<file path="src/rtl/fxp_cmpsel_pkg.sv">
package fxp_cmpsel_pkg;

    typedef struct packed {
        logic lt;
        logic le;
        logic gt;
        logic ge;
        logic eq;
        logic ne;
    } rel_flags_t;

    function automatic int exp_min(input int ea, input int eb);
        return (ea < eb) ? ea : eb;
    endfunction

    // width that holds an operand once shifted down to exponent ce
    function automatic int grown_width(input int w, input int e, input int ce);
        return w + (e - ce);
    endfunction

    function automatic int common_width(input int wa, input int ea,
                                        input int wb, input int eb);
        int ce;
        int ga;
        int gb;
        ce = exp_min(ea, eb);
        ga = grown_width(wa, ea, ce);
        gb = grown_width(wb, eb, ce);
        return (ga > gb) ? ga : gb;
    endfunction

endpackage

</file>
<file path="src/rtl/fxp_rescale.sv">
module fxp_rescale #(
    parameter int IN_W    = 8,
    parameter int IN_EXP  = 0,
    parameter int OUT_W   = 8,
    parameter int OUT_EXP = 0
) (
    input  logic signed [IN_W-1:0]  val_i,
    output logic signed [OUT_W-1:0] val_o
);
    localparam int LSH = (IN_EXP > OUT_EXP) ? (IN_EXP - OUT_EXP) : 0;
    localparam int RSH = (OUT_EXP > IN_EXP) ? (OUT_EXP - IN_EXP) : 0;
    localparam int WW  = IN_W + LSH + OUT_W;

    logic signed [WW-1:0] ext;
    logic signed [WW-1:0] moved;

    assign ext = {{(WW-IN_W){val_i[IN_W-1]}}, val_i};

    generate
        if (LSH > 0) begin : g_up
            assign moved = ext <<< LSH;
        end else begin : g_down
            assign moved = ext >>> RSH;
            if (RSH > 0 && OUT_W >= IN_W - RSH) begin : g_chk
                // floor shift keeps the sign of the source
                always_comb begin
                    assert_sign_kept_R6: assert (val_o[OUT_W-1] == val_i[IN_W-1])
                        else $error("rescale changed sign");
                end
            end
        end
    endgenerate

    assign val_o = moved[OUT_W-1:0];

endmodule

</file>
<file path="src/rtl/fxp_relate.sv">
module fxp_relate
    import fxp_cmpsel_pkg::*;
#(
    parameter int CW = 9
) (
    input  logic signed [CW-1:0] a_i,
    input  logic signed [CW-1:0] b_i,
    output rel_flags_t           flags_o
);
    logic below;
    logic same;

    assign below = (a_i < b_i);
    assign same  = (a_i == b_i);

    always_comb begin
        flags_o.lt = below;
        flags_o.eq = same;
        flags_o.gt = !below && !same;
        flags_o.le = below || same;
        flags_o.ge = !below;
        flags_o.ne = !same;
    end

    always_comb begin
        assert_trichotomy_R1: assert ($countones({flags_o.lt, flags_o.eq, flags_o.gt}) == 1)
            else $error("ordering flags not exclusive");
        assert_eq_exact_R2: assert (flags_o.eq == (a_i == b_i))
            else $error("equality flag disagrees with aligned words");
    end

endmodule

</file>
<file path="src/rtl/fxp_minmax.sv">
module fxp_minmax
    import fxp_cmpsel_pkg::*;
#(
    parameter int CW = 9
) (
    input  logic signed [CW-1:0] a_i,
    input  logic signed [CW-1:0] b_i,
    input  rel_flags_t           flags_i,
    output logic signed [CW-1:0] min_o,
    output logic signed [CW-1:0] max_o
);
    // ties keep the left operand on both outputs
    assign min_o = flags_i.gt ? b_i : a_i;
    assign max_o = flags_i.lt ? b_i : a_i;

    always_comb begin
        assert_order_R4: assert (min_o <= max_o)
            else $error("min above max");
        assert_origin_R4: assert ((min_o == a_i || min_o == b_i) &&
                                  (max_o == a_i || max_o == b_i))
            else $error("min/max not drawn from operands");
    end

endmodule

</file>
<file path="src/rtl/fxp_cmpsel.sv">
module fxp_cmpsel
    import fxp_cmpsel_pkg::*;
#(
    parameter int L_W   = 8,
    parameter int L_EXP = -4,
    parameter int R_W   = 7,
    parameter int R_EXP = -2,
    parameter int T_W   = 8,
    parameter int T_EXP = -3,
    parameter int F_W   = 6,
    parameter int F_EXP = 0,
    parameter int Y_W   = 8,
    parameter int Y_EXP = -2
) (
    input  logic signed [L_W-1:0] lhs_i,
    input  logic signed [R_W-1:0] rhs_i,
    output logic                  lt_o,
    output logic                  le_o,
    output logic                  gt_o,
    output logic                  ge_o,
    output logic                  eq_o,
    output logic                  ne_o,
    output logic signed [fxp_cmpsel_pkg::common_width(L_W, L_EXP, R_W, R_EXP)-1:0] min_o,
    output logic signed [fxp_cmpsel_pkg::common_width(L_W, L_EXP, R_W, R_EXP)-1:0] max_o,
    input  logic                  cond_i,
    input  logic signed [T_W-1:0] tval_i,
    input  logic signed [F_W-1:0] fval_i,
    output logic signed [Y_W-1:0] sel_o
);
    localparam int CE = exp_min(L_EXP, R_EXP);
    localparam int CW = common_width(L_W, L_EXP, R_W, R_EXP);

    logic signed [CW-1:0]  lhs_al;
    logic signed [CW-1:0]  rhs_al;
    logic signed [Y_W-1:0] t_al;
    logic signed [Y_W-1:0] f_al;
    rel_flags_t            flags;

    fxp_rescale #(.IN_W(L_W), .IN_EXP(L_EXP), .OUT_W(CW), .OUT_EXP(CE)) u_al_lhs (
        .val_i(lhs_i), .val_o(lhs_al));
    fxp_rescale #(.IN_W(R_W), .IN_EXP(R_EXP), .OUT_W(CW), .OUT_EXP(CE)) u_al_rhs (
        .val_i(rhs_i), .val_o(rhs_al));

    fxp_relate #(.CW(CW)) u_relate (
        .a_i(lhs_al), .b_i(rhs_al), .flags_o(flags));

    fxp_minmax #(.CW(CW)) u_minmax (
        .a_i(lhs_al), .b_i(rhs_al), .flags_i(flags),
        .min_o(min_o), .max_o(max_o));

    fxp_rescale #(.IN_W(T_W), .IN_EXP(T_EXP), .OUT_W(Y_W), .OUT_EXP(Y_EXP)) u_al_t (
        .val_i(tval_i), .val_o(t_al));
    fxp_rescale #(.IN_W(F_W), .IN_EXP(F_EXP), .OUT_W(Y_W), .OUT_EXP(Y_EXP)) u_al_f (
        .val_i(fval_i), .val_o(f_al));

    assign sel_o = cond_i ? t_al : f_al;

    assign lt_o = flags.lt;
    assign le_o = flags.le;
    assign gt_o = flags.gt;
    assign ge_o = flags.ge;
    assign eq_o = flags.eq;
    assign ne_o = flags.ne;

    always_comb begin
        assert_min_follows_lt_R4: assert (!flags.lt || (min_o == lhs_al && max_o == rhs_al))
            else $error("min/max disagree with less-than");
        assert_tie_left_R4: assert (!flags.eq || (min_o == lhs_al && max_o == lhs_al))
            else $error("tie did not return left operand");
    end

endmodule

</file>
<file path="config.mk">
export PLATFORM = sky130hd
export DESIGN_NAME = fxp_cmpsel
export DESIGN_NICKNAME = d
export VERILOG_FILES = /design/src/rtl/fxp_cmpsel_pkg.sv /design/src/rtl/fxp_rescale.sv /design/src/rtl/fxp_relate.sv /design/src/rtl/fxp_minmax.sv /design/src/rtl/fxp_cmpsel.sv
export SDC_FILE = /design/constraint.sdc
export NUM_CORES = 1
export LEC_CHECK = 0
export ABC_AREA = 1
export BUFFER_PORTS_ARGS = -buffer_cell sky130_fd_sc_hd__clkbuf_2
export CORE_ASPECT_RATIO = 1.5
export CORE_UTILIZATION = 40
export DETAILED_ROUTE_END_ITERATION = 7
export PLACE_DENSITY_LB_ADDON = 0.3
export SLEW_MARGIN = 30
export SYNTH_ARGS = -nofsm -noshare
export SYNTH_HDL_FRONTEND = slang
export SYNTH_HIERARCHICAL = 1
export SYNTH_SLANG_ARGS = --single-unit
</file>
<file path="constraint.sdc">
create_clock -name vclk -period 3
set_input_delay 0.6 -clock vclk [all_inputs]
set_output_delay 0.6 -clock vclk [all_outputs]
set_load 0.01 [all_outputs]
</file>
==> impl_metrics.py <==
metrics = {
    "run_status": {
        "status": "completed",
    },
    "drt": {
        "routed_wl_um": 1720,
        "drtPass1Iterations": 3,
        "viasPerCell": 4.26,
        "via_count": 962,
        "drtIter0Drc": 2,
        "post-route-drc-count": 0,
        "drtAntennaViolNets": 0,
        "wire_per_inst_um": 7.62,
    },
    "floorplan": {
        "dieWidth_um": 41.4,
        "die_h_um": 61.0,
        "coreArea_um2": 2210,
        "boundaryPins": 62,
        "start_util": 0.421,
        "fp.dieArea_um2": 2520,
        "rows": 21,
    },
    "critical_path": {
        "cp-start-kind": "input pin",
        "critPathArrivalTime_ns": 2.21,
        "cp_common_cell": "nand2_1",
        "crit_required_ns": 2.40,
        "cp_max_fo": 6,
        "end_kind": "primary output",
        "slowest_delay_ns": 0.32,
        "cpMaxStageDelayCell": "ha_1",
        "critPathKind": "in -> out",
        "startpoint": "lhs_i[7]",
        "path_cells": "clkbuf_2 > ha_1 > nand2_2 > inv_1 > a21oi_1 > nand3_1 > nand2_1 > nand2_2 > nor2_2 > buf_4 > nand2_1 > nand2_1 > clkbuf_2",
    },
    "min_path": {
        "min-delay-path-class": "in -> out",
        "min_from": "fval_i[1]",
    },
    "finish": {
        "nNetsFinal": 244,
        "seq_area_um2": 0,
        "n_fill_cell": 266,
        "post_route_cells_drive_above_1_share": 0.374,
        "antenna_cells": 0,
        "nClkBuffers": 0,
        "mostFrequentLayoutCell": "nand2_1",
        "area_growth_pct": 9.15,
        "nFlopsAndLatches": 0,
        "layout_common_cells": "nand2_1, clkbuf_2, inv_1",
    },
    "cts": {
        "cts.hold.buffers_added": 0,
    },
    "yosys": {
        "netlist_instances": 175,
        "avgSynthCellArea_um2": 5.31,
        "syn_area_um2": 930,
        "ys_warn_count": 6,
        "synth_top_cell_by_area": "nand2_1",
        "synth_seq_area_share": 0,
        "synthDistinctLibCells": 14,
        "ys_top_cells_by_area": "nand2_1, buf_4, ha_1",
        "yosysTopAreaCellShare": 0.367,
    },
    "place": {
        "post-dp-hpwl_um": 1510,
        "gp_congestion": 0.670,
        "portBuffers": 61,
    },
    "sta": {
        "min_period_over_period": 0.938,
        "hold_viol_final": 0,
        "tns_ns": 0,
        "fmax_mhz": 356,
        "fin_crit_ns": 2.81,
        "maxSlewViolCount": 0,
        "rsz0062_at_grt": "no",
        "fin_hold_ws_ns": 1.48,
        "setup_viol": 0,
    },
    "pwr": {
        "peakVddDrop_mv": 0.106,
        "p_leak_nw": 0.750,
        "p_total_mw": 0.255,
        "powerDensity_nw_per_um2": 251,
    },
    "global_routing": {
        "gr-usage-met2": 0.281,
        "grt_use_met3": 0,
        "top_usage_layer": "met2",
        "overflow": 0,
        "grt_pass1_wl_um": 2600,
        "use_met1": 0.153,
        "grt_max_degree": 10,
        "grt_usage": 0.136,
        "grt_pass1_vias": 711,
        "antenna_found_initial": 0,
    },
    "run": {
        "cap_violations": 0,
    },
}
-- Yosys cell counts --
master	instances
inv_1	17
nor2_4	1
buf_6	3
nand4_1	1
inv_2	4
nor3_4	1
conb_1	2
a21oi_1	2
ha_1	9
nand2_1	91
nand2_2	3
nor2_1	2
nand3_1	3
buf_4	36
-- per-layer routing --
metal,part of all wire,routed length [um]
met4,0,0
met1,0.42,725
met2,0.51,871
met5,0,0
met3,0.073,126
-- cell families after synthesis --
kind of cell	synth area share
AND/OR/NAND/NOR	0.448
buffers and inverters	0.412
other	0.00808
AO/OA/AOI/OAI	0.0108
adder cells (fa/ha/maj)	0.121
-- power breakdown --
part | internal [mW] | switching (mW) | total [mW]
combinational | 0.106 | 0.149 | 0.255
clock | 0 | 0 | 0
sequential | 0 | 0 | 0
-- worst max-delay path: cells and delay by family --
family	cells	cell delay (ns)
buffers and inverters	4	0.47
and+or+nand+nor	7	0.62
AOI/OAI and AO/OA	1	0.19
adders and majority gates	1	0.32
-- stage by stage --
stage,area [um^2],std cells,utilization,setup WS [ns]
2_1_floorplan,937,177,-,0.229
3_3_place_gp,997,226,0.452,0.100
3_5_place_dp,997,226,0.452,0.0841
4_1_cts,997,226,0.452,0.0736
5_1_grt,1010,226,0.460,0.00151
6_report,1010,226,0.460,0.187
-- path summary, 6_finish.rpt --
| kind | to | slack (ns) | cells after the start |
|---|---|---|---|
| setup / recovery | min_o[3] | 0.19 | 13 |
| hold / removal | sel_o[3] | 1.48 | 4 |
-- final cells by class --
cell class	count	area, um^2	share of cell area
multi-input cells	117	569	0.561
repair buffers	65	335	0.330
inverters	21	81.3	0.0801
well taps	23	28.8	0.0284
-- what timing repair did --
item                       CTS  global route
buffers inserted             0             0
gates resized for setup      0             3
setup endpoints to repair    0            13
Power figures use the tool's default switching activity.
